**src/rtl/onewire_pkg.sv**
```systemverilog
package onewire_pkg;

  typedef enum logic [1:0] {
    OP_NONE  = 2'b00,
    OP_RESET = 2'b01,
    OP_WRITE = 2'b10,
    OP_READ  = 2'b11
  } ow_op_e;

  typedef enum logic [2:0] {
    S_IDLE,
    S_RST_LOW,
    S_RST_REL,
    S_SLOT,
    S_REC
  } ow_state_e;

  // Length in microseconds of the phase a state represents.
  function automatic int phase_len_us(ow_state_e s, int t_rst, int t_slot, int t_rec);
    case (s)
      S_RST_LOW, S_RST_REL: return t_rst;
      S_SLOT:               return t_slot;
      S_REC:                return t_rec;
      default:              return 1;
    endcase
  endfunction

  // Microseconds the line is held low at the start of a slot.
  function automatic int slot_low_us(logic is_read, logic bitv, int t_w1, int t_rd, int t_slot);
    if (is_read) return t_rd;
    return bitv ? t_w1 : t_slot;
  endfunction

endpackage

```
**src/rtl/onewire_tick.sv**
```systemverilog
module onewire_tick #(
  parameter int CLK_PER_US = 50
) (
  input  logic clk,
  input  logic rst_n,
  input  logic clr,
  output logic tick
);
  localparam int DW = (CLK_PER_US > 1) ? $clog2(CLK_PER_US) : 1;

  logic [DW-1:0] cnt;

  assign tick = (cnt == DW'(CLK_PER_US - 1));

  always_ff @(posedge clk or negedge rst_n) begin
    if (!rst_n)      cnt <= '0;
    else if (clr)    cnt <= '0;
    else if (tick)   cnt <= '0;
    else             cnt <= cnt + 1'b1;
  end

  // microsecond ticks are isolated pulses, never back to back
  a_r5_tick_isolated: assert property (@(posedge clk) disable iff (!rst_n)
    tick |=> !tick);

endmodule

```
**src/rtl/onewire_sync.sv**
```systemverilog
module onewire_sync #(
  parameter int STAGES = 2
) (
  input  logic clk,
  input  logic rst_n,
  input  logic din,
  output logic dout
);
  logic [STAGES-1:0] ff;

  always_ff @(posedge clk or negedge rst_n) begin
    if (!rst_n) ff <= '1;
    else        ff <= {ff[STAGES-2:0], din};
  end

  assign dout = ff[STAGES-1];

endmodule

```
**src/rtl/onewire_core.sv**
```systemverilog
module onewire_core
  import onewire_pkg::*;
#(
  parameter int T_RST_US  = 480,
  parameter int T_PRES_US = 60,
  parameter int T_SLOT_US = 60,
  parameter int T_W1_US   = 2,
  parameter int T_RD_US   = 1,
  parameter int T_SMP_US  = 5,
  parameter int T_REC_US  = 4
) (
  input  logic       clk,
  input  logic       rst_n,
  input  logic       tick,
  input  logic       cmd_valid,
  input  logic [1:0] cmd_op,
  input  logic [7:0] cmd_data,
  input  logic       line_s,
  output logic       tick_clr,
  output logic       busy,
  output logic       done,
  output logic       presence,
  output logic [7:0] rx_byte,
  output logic       line_drive_low
);
  localparam int CW = $clog2(T_RST_US + 1);

  ow_state_e     st;
  ow_op_e        op_q;
  logic [CW-1:0] us_cnt;
  logic [2:0]    bit_idx;
  logic [7:0]    shreg;

  // Named internal events
  logic          accept;
  logic          phase_end;
  logic          smp_pres;
  logic          smp_bit;
  logic          last_bit;
  logic          drive_next;
  logic [CW-1:0] cur_len;
  logic [CW-1:0] low_len;

  assign accept    = cmd_valid && (st == S_IDLE) && (ow_op_e'(cmd_op) != OP_NONE);
  assign tick_clr  = accept;
  assign busy      = (st != S_IDLE);
  assign cur_len   = CW'(phase_len_us(st, T_RST_US, T_SLOT_US, T_REC_US));
  assign low_len   = CW'(slot_low_us(op_q == OP_READ, shreg[0], T_W1_US, T_RD_US, T_SLOT_US));
  assign phase_end = tick && (st != S_IDLE) && (us_cnt == cur_len - 1'b1);
  assign smp_pres  = tick && (st == S_RST_REL) && (us_cnt == CW'(T_PRES_US - 1));
  assign smp_bit   = tick && (st == S_SLOT) && (op_q == OP_READ) && (us_cnt == CW'(T_SMP_US - 1));
  assign last_bit  = (bit_idx == 3'd7);
  assign drive_next = (st == S_RST_LOW) || ((st == S_SLOT) && (us_cnt < low_len));

  always_ff @(posedge clk or negedge rst_n) begin
    if (!rst_n) begin
      st             <= S_IDLE;
      op_q           <= OP_NONE;
      us_cnt         <= '0;
      bit_idx        <= '0;
      shreg          <= '0;
      done           <= 1'b0;
      presence       <= 1'b0;
      rx_byte        <= '0;
      line_drive_low <= 1'b0;
    end else begin
      done           <= 1'b0;
      line_drive_low <= drive_next;

      if (phase_end)                     us_cnt <= '0;
      else if (tick && st != S_IDLE)     us_cnt <= us_cnt + 1'b1;

      case (st)
        S_IDLE: begin
          if (accept) begin
            op_q    <= ow_op_e'(cmd_op);
            us_cnt  <= '0;
            bit_idx <= '0;
            case (ow_op_e'(cmd_op))
              OP_RESET: begin
                presence <= 1'b0;
                st       <= S_RST_LOW;
              end
              OP_WRITE: begin
                shreg <= cmd_data;
                st    <= S_SLOT;
              end
              default: begin
                shreg <= '0;
                st    <= S_SLOT;
              end
            endcase
          end
        end
        S_RST_LOW: begin
          if (phase_end) st <= S_RST_REL;
        end
        S_RST_REL: begin
          if (smp_pres) presence <= ~line_s;
          if (phase_end) begin
            st   <= S_IDLE;
            done <= 1'b1;
          end
        end
        S_SLOT: begin
          if (smp_bit) shreg <= {line_s, shreg[7:1]};
          if (phase_end) begin
            st <= S_REC;
            if (op_q == OP_WRITE) shreg <= {1'b0, shreg[7:1]};
          end
        end
        S_REC: begin
          if (phase_end) begin
            if (last_bit) begin
              st   <= S_IDLE;
              done <= 1'b1;
              if (op_q == OP_READ) rx_byte <= shreg;
            end else begin
              bit_idx <= bit_idx + 1'b1;
              st      <= S_SLOT;
            end
          end
        end
        default: st <= S_IDLE;
      endcase
    end
  end

  // completion pulse lasts one cycle
  a_r8_done_single: assert property (@(posedge clk) disable iff (!rst_n)
    done |=> !done);

  // busy only ends together with a completion pulse
  a_r8_done_at_end: assert property (@(posedge clk) disable iff (!rst_n)
    $fell(busy) |-> done);

  // the bus is released whenever the engine is idle
  a_r11_idle_released: assert property (@(posedge clk) disable iff (!rst_n)
    !busy |-> !line_drive_low);

  // an operation only starts from a command strobe
  a_r9_start_from_cmd: assert property (@(posedge clk) disable iff (!rst_n)
    $rose(busy) |-> $past(cmd_valid));

  // the running operation cannot be changed by new commands
  a_r9_op_held: assert property (@(posedge clk) disable iff (!rst_n)
    (busy && $past(busy)) |-> $stable(op_q));

  // the line is pulled low through the reset low phase
  a_r2_reset_low: assert property (@(posedge clk) disable iff (!rst_n)
    (st == S_RST_LOW && us_cnt != '0) |-> line_drive_low);

  // presence is untouched by byte operations
  a_r10_presence_held: assert property (@(posedge clk) disable iff (!rst_n)
    (busy && op_q != OP_RESET) |-> $stable(presence));

endmodule

```
**src/rtl/onewire_master.sv**
```systemverilog
module onewire_master #(
  parameter int CLK_PER_US = 50,
  parameter int T_RST_US   = 480,
  parameter int T_PRES_US  = 60,
  parameter int T_SLOT_US  = 60,
  parameter int T_W1_US    = 2,
  parameter int T_RD_US    = 1,
  parameter int T_SMP_US   = 5,
  parameter int T_REC_US   = 4,
  parameter int SYNC_FF    = 2
) (
  input  logic       clk,
  input  logic       rst_n,
  input  logic       cmd_valid,
  input  logic [1:0] cmd_op,
  input  logic [7:0] cmd_data,
  output logic       busy,
  output logic       done,
  output logic       presence,
  output logic [7:0] rx_byte,
  output logic       line_drive_low,
  input  logic       line_in
);
  logic tick;
  logic tick_clr;
  logic line_s;

  onewire_tick #(.CLK_PER_US(CLK_PER_US)) u_tick (
    .clk  (clk),
    .rst_n(rst_n),
    .clr  (tick_clr),
    .tick (tick)
  );

  onewire_sync #(.STAGES(SYNC_FF)) u_sync (
    .clk  (clk),
    .rst_n(rst_n),
    .din  (line_in),
    .dout (line_s)
  );

  onewire_core #(
    .T_RST_US (T_RST_US),
    .T_PRES_US(T_PRES_US),
    .T_SLOT_US(T_SLOT_US),
    .T_W1_US  (T_W1_US),
    .T_RD_US  (T_RD_US),
    .T_SMP_US (T_SMP_US),
    .T_REC_US (T_REC_US)
  ) u_core (
    .clk           (clk),
    .rst_n         (rst_n),
    .tick          (tick),
    .cmd_valid     (cmd_valid),
    .cmd_op        (cmd_op),
    .cmd_data      (cmd_data),
    .line_s        (line_s),
    .tick_clr      (tick_clr),
    .busy          (busy),
    .done          (done),
    .presence      (presence),
    .rx_byte       (rx_byte),
    .line_drive_low(line_drive_low)
  );

endmodule

```
**config.mk**
```make
export PLATFORM = sky130hd
export DESIGN_NAME = onewire_master
export DESIGN_NICKNAME = d
export VERILOG_FILES = /design/src/rtl/onewire_pkg.sv /design/src/rtl/onewire_tick.sv /design/src/rtl/onewire_sync.sv /design/src/rtl/onewire_core.sv /design/src/rtl/onewire_master.sv
export SDC_FILE = /design/constraint.sdc
export NUM_CORES = 1
export LEC_CHECK = 0
export BUFFER_PORTS_ARGS = -buffer_cell sky130_fd_sc_hd__buf_2
export CAP_MARGIN = 20
export CORE_MARGIN = 3
export CORE_UTILIZATION = 35
export DETAILED_ROUTE_END_ITERATION = 12
export PLACE_DENSITY = 0.49
export REMOVE_ABC_BUFFERS = 1
export SLEW_MARGIN = 20
export SYNTH_ARGS = -nofsm -noshare
export SYNTH_HDL_FRONTEND = slang
export SYNTH_SLANG_ARGS = --single-unit
```
**constraint.sdc**
```tcl
create_clock -name clk -period 5.55 [get_ports clk]
set_clock_uncertainty 0.15 [all_clocks]
set_input_delay 0.2775 -clock clk [delete_from_list [all_inputs] [get_ports clk]]
set_output_delay 0.2775 -clock clk [all_outputs]
set_load 0.05 [all_outputs]
```
======== Word-level counts from Yosys, hierarchy flattened ========
Cells that the tools add are included.
cells by class
  add/sub/neg operators ................... 4
  order comparisons ....................... 1
  eq/ne operators ......................... 22
  multiplexer cells ....................... 37
  bitwise gates (word level) .............. 1
  reduce and logical (&&, ||, !) cells .... 24
operator list
  cell                                                   count
  two-way mux 9 bit                                      5
  two-way mux 8 bit                                      4
  one-hot mux 8 bit (2 select lines)                     2
  one-hot mux 9 bit (3 select lines)                     1
  two-way mux 3 bit                                      8
  two-way mux 6 bit                                      3
  one-hot mux 3 bit (5 select lines)                     1
  AND reduction 4 bit                                    3
  logical AND 1 bit                                      10
  inequality test 2 x 1 -> 1 bit, second input constant  5
  adder 9 x 1 -> 9 bit, second input constant            1
  == test 9 x 3 -> 1 bit, second input constant          1
  == test 9 x 6 -> 1 bit, second input constant          1
  == test 9 bit                                          1
  < comparator 9 bit                                     1
  subtractor 9 x 1 -> 9 bit, second input constant       1
  two-way mux 1 bit                                      8
  inequality test 2 bit, second input constant           4
  nonzero test 2 bit                                     4
  adder 6 x 1 -> 6 bit, second input constant            1
  == test 2 bit, second input constant                   3
  == test 3 x 2 -> 1 bit, second input constant          2
  == test 3 bit, second input constant                   2
  == test 6 bit, second input constant                   1
  other kinds (14)                                       16
word-level totals
  bits in registers ....................... 44
  output and inout port bits .............. 12

======== Depth between registers and ports, before layout ========
  word-level depth ........................ 9
  gate-level depth with buffers ........... 8
  mapped depth without buffers ............ 8

======== Cells and area by module ========
A second synthesis with hierarchy kept.
unflattened totals
  cell total of the unflattened synthesis .. 240
  area, all modules ....................... 2,489.9 um^2
by module, submodules not included
  module        instances  cells each  area each (um^2)  seq. area each (um^2)
  onewire_core  1          212         2,155.8           900.9
  onewire_tick  1          26          281.5             150.1
  onewire_sync  1          2           52.6              52.6

======== Worst setup path before layout ========
OpenSTA, ideal clock, no wires.
  kind .................................... reg2reg
  from .................................... reg u_core.st[2]
  to ...................................... reg u_core.rx_byte[0]
  setup time .............................. 125 ps
  arrival time ............................ 2,300 ps
  required time ........................... 5,275 ps
  slack ................................... 2,975 ps
  stages on the path, launching flop included .. 8
  period minus slack after synthesis ...... 2,575 ps
  cell sequence ........................... dfrtp_1 clkbuf_1 or4_4 a21boi_4 o211ai_4 or4_4 buf_6 mux2_4
between the ends
  cells in the longest elaborated chain, start to end .. 7
ends and longest elaborated chain
  item                                                              RTL line             text
  start: declaration                                                onewire_core.sv:28   ow_state_e st;
  start signal: assignment                                          onewire_core.sv:57   st <= S_IDLE;
  start signal: assignment                                          onewire_core.sv:82   st <= S_RST_LOW;
  start signal: assignment                                          onewire_core.sv:86   st <= S_SLOT;
  == test 3 x 1 -> 1 bit or == test 3 x 2 -> 1 bit (tied branches)  onewire_pkg.sv:20    case (s)
  OR reduction 2 bit                                                onewire_pkg.sv:20
  one-hot mux 9 bit (3 select lines)                                onewire_pkg.sv:20
  subtractor 9 x 1 -> 9 bit                                         onewire_core.sv:49   assign phase_end = tick && (st != S_IDLE) && (us_cnt == cur_len - 1'b1);
  == test 9 bit                                                     onewire_core.sv:49
  logical AND 1 bit                                                 onewire_core.sv:49
  AND reduction 4 bit (no line) (*)                                 --
  end signal: assignment                                            onewire_core.sv:117  if (op_q == OP_READ) rx_byte <= shreg;
  end: declaration                                                  onewire_core.sv:23   output logic [7:0] rx_byte,
Mark *: on every way between the ends. The rest lies on a longest branch, timed or not.
A chain may end at the register's enable or synchronous reset.

======== Worst setup path in the final report ========
  from .................................... reg u_core.st[0]
  to ...................................... reg u_core.rx_byte[5]
Same word-level chain as after synthesis.

==> impl_metrics.env <==
export IMPL_status="finished, violations left"
export IMPL_violations="hold timing"
export IMPL_stdcell_area_um2=2830
export IMPL_critPathKind="register to register"
export IMPL_min_path_type="primary input to async pin"
export IMPL_ff2ff_setup_slack_ns=2.55
export IMPL_clk_pin_slew_ns=0.09
export IMPL_synthFlopType="dfrtp_1"
export IMPL_synth_sequential_area_ratio_pct=44.4
export IMPL_wl_per_cell_um=14.5
export IMPL_power_density_nw_per_um2=221
export IMPL_num_vias=1829
export IMPL_htreeDepth=2
export IMPL_rsz0062_at_grt="no"
export IMPL_synth_top_cell_area_share_pct=42.3
export IMPL_p_sw_share_pct=19.0
export IMPL_worstSkewPairLatency_ns=0.30
export IMPL_synthTopCellsByCount="dfrtp_1 (42), nand2_1 (35), nor2_1 (23), inv_1 (13), ha_1 (11)"
export IMPL_max_freq_ghz=0.333
export IMPL_antennaDiodeCount=0
export IMPL_dpl_cell_area_um2=2690
export IMPL_antenna_found_initial=0
export IMPL_cp_data_required_time_ns=5.59
export IMPL_synth_edf_count=0
export IMPL_num_nets_final=298
export IMPL_grt_pass1_wl_mm=9.24
export IMPL_r2r_cells=6
export IMPL_slew_headroom_pct=35.4
export IMPL_grt_max_degree=45
export IMPL_die_h_um=90.3
export IMPL_initial_core_util_pct=36.4
export IMPL_core_area_um2=6830
export IMPL_netlist_area_um2=2490
export IMPL_io_pins=26
export IMPL_leakagePower_uw=0.00136
export IMPL_drt_wl_total_mm=5.36
export IMPL_finalSetupViolCount=0
export IMPL_p_seq_share_pct=51.7
export IMPL_ys_ff_latch=44
export IMPL_overflow=0
export IMPL_synth_largest_area_cell="dfrtp_1"
export IMPL_fin_hold_ws_ns=-0.0292
export IMPL_drv_slew=0
export IMPL_yosysUniqueCellTypes=52
export IMPL_crit_path_end_kind="register"
export IMPL_drtIter0Drc=90
export IMPL_ant_nets=0
export IMPL_dieArea_um2=8150
export IMPL_power_share_combinational_pct=2.3
export IMPL_dr_pass1_iters=4
export IMPL_yosysMostFrequentCell="dfrtp_1"
export IMPL_p_int_uw=507
export IMPL_timing_rr_end="u_core.rx_byte[5]"
export IMPL_slowest_delay_ns=0.64
export IMPL_cts_buffer_depth=2
export IMPL_dp_hpwl_mm=3.94
export IMPL_ctsRootBufferMaster="clkbuf_8"
export IMPL_cts_tree="done"
export IMPL_final_period_utilization_pct=54.1
export IMPL_die_x_um=90.3
export IMPL_numCtsBuffers=5
export IMPL_max_cap_viol_count=0
export IMPL_worstPathCellList="nor2_1, nand3b_1, a31oi_1, o211ai_4, or4_4, mux2_4"
export IMPL_async_flop_share_pct=100
export IMPL_cp_top_family="simple AND/OR/NAND/NOR gates"
export IMPL_slowest_stage="or4_4"
export IMPL_drive_gt1_share_pct=19.3
export IMPL_drc=0
export IMPL_period_needed_ns=3.00
export IMPL_clock_sinks=44
export IMPL_netlist_instances=249
export IMPL_crit_fanout=17
export IMPL_ir_worst_vdd_mv=0.124
export IMPL_p_switching_uw=119
export IMPL_post_cts_buffers=0
export IMPL_avgSynthCellArea_um2=9.99
export IMPL_place_congestion=0.773
export IMPL_hold_viol=33
export IMPL_worst_pin_slew_ns=0.970
export IMPL_numPortBuffers=25
export IMPL_p_clk_share_pct=46.1
export IMPL_syn_to_final_growth_pct=13.7
export IMPL_synth_warnings=0
export IMPL_setup_tns_ns=0
export IMPL_critPathArrivalTime_ns=3.04
export IMPL_grt_pass1_vias=1913
export IMPL_grtUsageTotal_pct=13.9
export IMPL_critPathBufInv=0
export IMPL_start_kind="register"
export IMPL_yosys_top_cells_area="dfrtp_1 (42%), ha_1 (5.5%), nand2_1 (5.3%)"
export IMPL_num_rows=30
export IMPL_r2r_start="u_core.st[0]"
export IMPL_vias_per_cell=4.94
==> stage by stage <==
step | total power (uW) | instances | hold slack, ns | worst slack [ns] | utilization [%]
6_report | 626 | 370 | -0.0292 | 2.55 | 41.4
5_1_grt | 652 | 370 | 0.0293 | 2.40 | 41.4
4_1_cts | 635 | 370 | 0.0124 | 2.58 | 41.4
3_5_place_dp | 344 | 361 | 0.197 | 2.59 | 39.3
3_3_place_gp | 344 | 361 | 0.197 | 2.59 | 39.3
2_1_floorplan | 331 | 239 | -0.168 | 2.96 | -
==> state kept, by name, indices dropped and copies added, names as in the netlist <==
name	count
u_core.line_drive_low	1
u_core.bit_idx	3
u_sync.ff	2
u_core.st	3
u_core.rx_byte	8
u_core.presence	1
u_core.shreg	8
u_core.us_cnt	9
u_core.op_q	2
u_core.done	1
u_tick.cnt	6
==> worst max path at each step <==
stage | startpoint | endpoint | slack (ns) | depth (start not counted)
final | u_core.st[0] | u_core.rx_byte[5] | 2.55 | 6
after global routing | u_core.st[1] | u_core.rx_byte[5] | 2.40 | 6
after CTS | u_core.st[1] | u_core.rx_byte[5] | 2.58 | 6
after detailed placement | u_core.st[0] | u_core.rx_byte[5] | 2.59 | 6
after global placement | u_core.st[0] | u_core.rx_byte[5] | 2.59 | 6
after floorplan | u_core.st[0] | u_core.rx_byte[0] | 2.96 | 6
==> placed cells by master (no fill, tap or decap), types with 4 or more instances in the layout <==
cell type / synthesis / layout
inv_1: 13 / 13
o221ai_1: 7 / 7
nand3_1: 7 / 7
nand3b_1: 4 / 4
nor3_1: 7 / 7
nor2_1: 23 / 23
dfrtp_1: 42 / 42
clkbuf_8: 0 / 5
xor2_1: 6 / 6
mux2_4: 8 / 8
xnor2_1: 8 / 8
buf_2: 2 / 25
o21ai_0: 7 / 7
nand2_1: 35 / 35
ha_1: 11 / 11
o21a_1: 5 / 5
nand4_1: 4 / 4
==> metal layers <==
layer / up-vias / wire length (um) / part of all wire [%] / global-route usage (%)
li1: 922 / - / - / -
met3: 5 / 149 / 2.8 / 2.50
met2: 26 / 2410 / 45 / 21.4
met5: - / 0 / 0 / 0
met1: 876 / 2740 / 51 / 19.5
met4: 0 / 54 / 1.0 / 4.85
==> worst register-to-register path: cells and delay by family (launching register included) <==
kind	cells	cell delay, ns
simple gates	3	1.08
compound gates	2	0.74
flops	1	0.57
mux	1	0.34
==> layout make-up <==
class                           instances  area, um2
Clock inverter                          2       60.1
Sequential cell                        44       1100
Inverter                               13       48.8
Tap cell                               96        120
Multi-Input combinational cell        182       1280
Clock buffer                            6       72.6
Timing Repair Buffer                   27        143
Fill cell                             732       4000
==> cells by family (layout without fill, tap and decap cells) <==
group	count (synthesis)	in the layout	share of synthesized area, %
fa+ha+maj	11	11	5.53
simple gates	107	107	22.3
buf+inv	23	48	4.17
xor+xnor	14	14	4.93
mux	12	12	6.54
compound gates	38	38	12.1
flops	44	44	44.4
==> power groups by stage <==
stage	clock network (uW)	registers [uW]	logic, uW
6_report	288	323	14.2
5_1_grt	312	324	16.3
4_1_cts	297	323	14.8
3_5_place_dp	0	330	14.3
3_3_place_gp	0	330	14.5
2_1_floorplan	0	329	1.98
==> timing repair <==
action | 4_1_cts | 5_1_grt
hold buffers | 1 | 0
gates resized for setup | 0 | 0
hold endpoints to repair | 1 | 0
No activity file was read; power rests on OpenSTA's default activity.
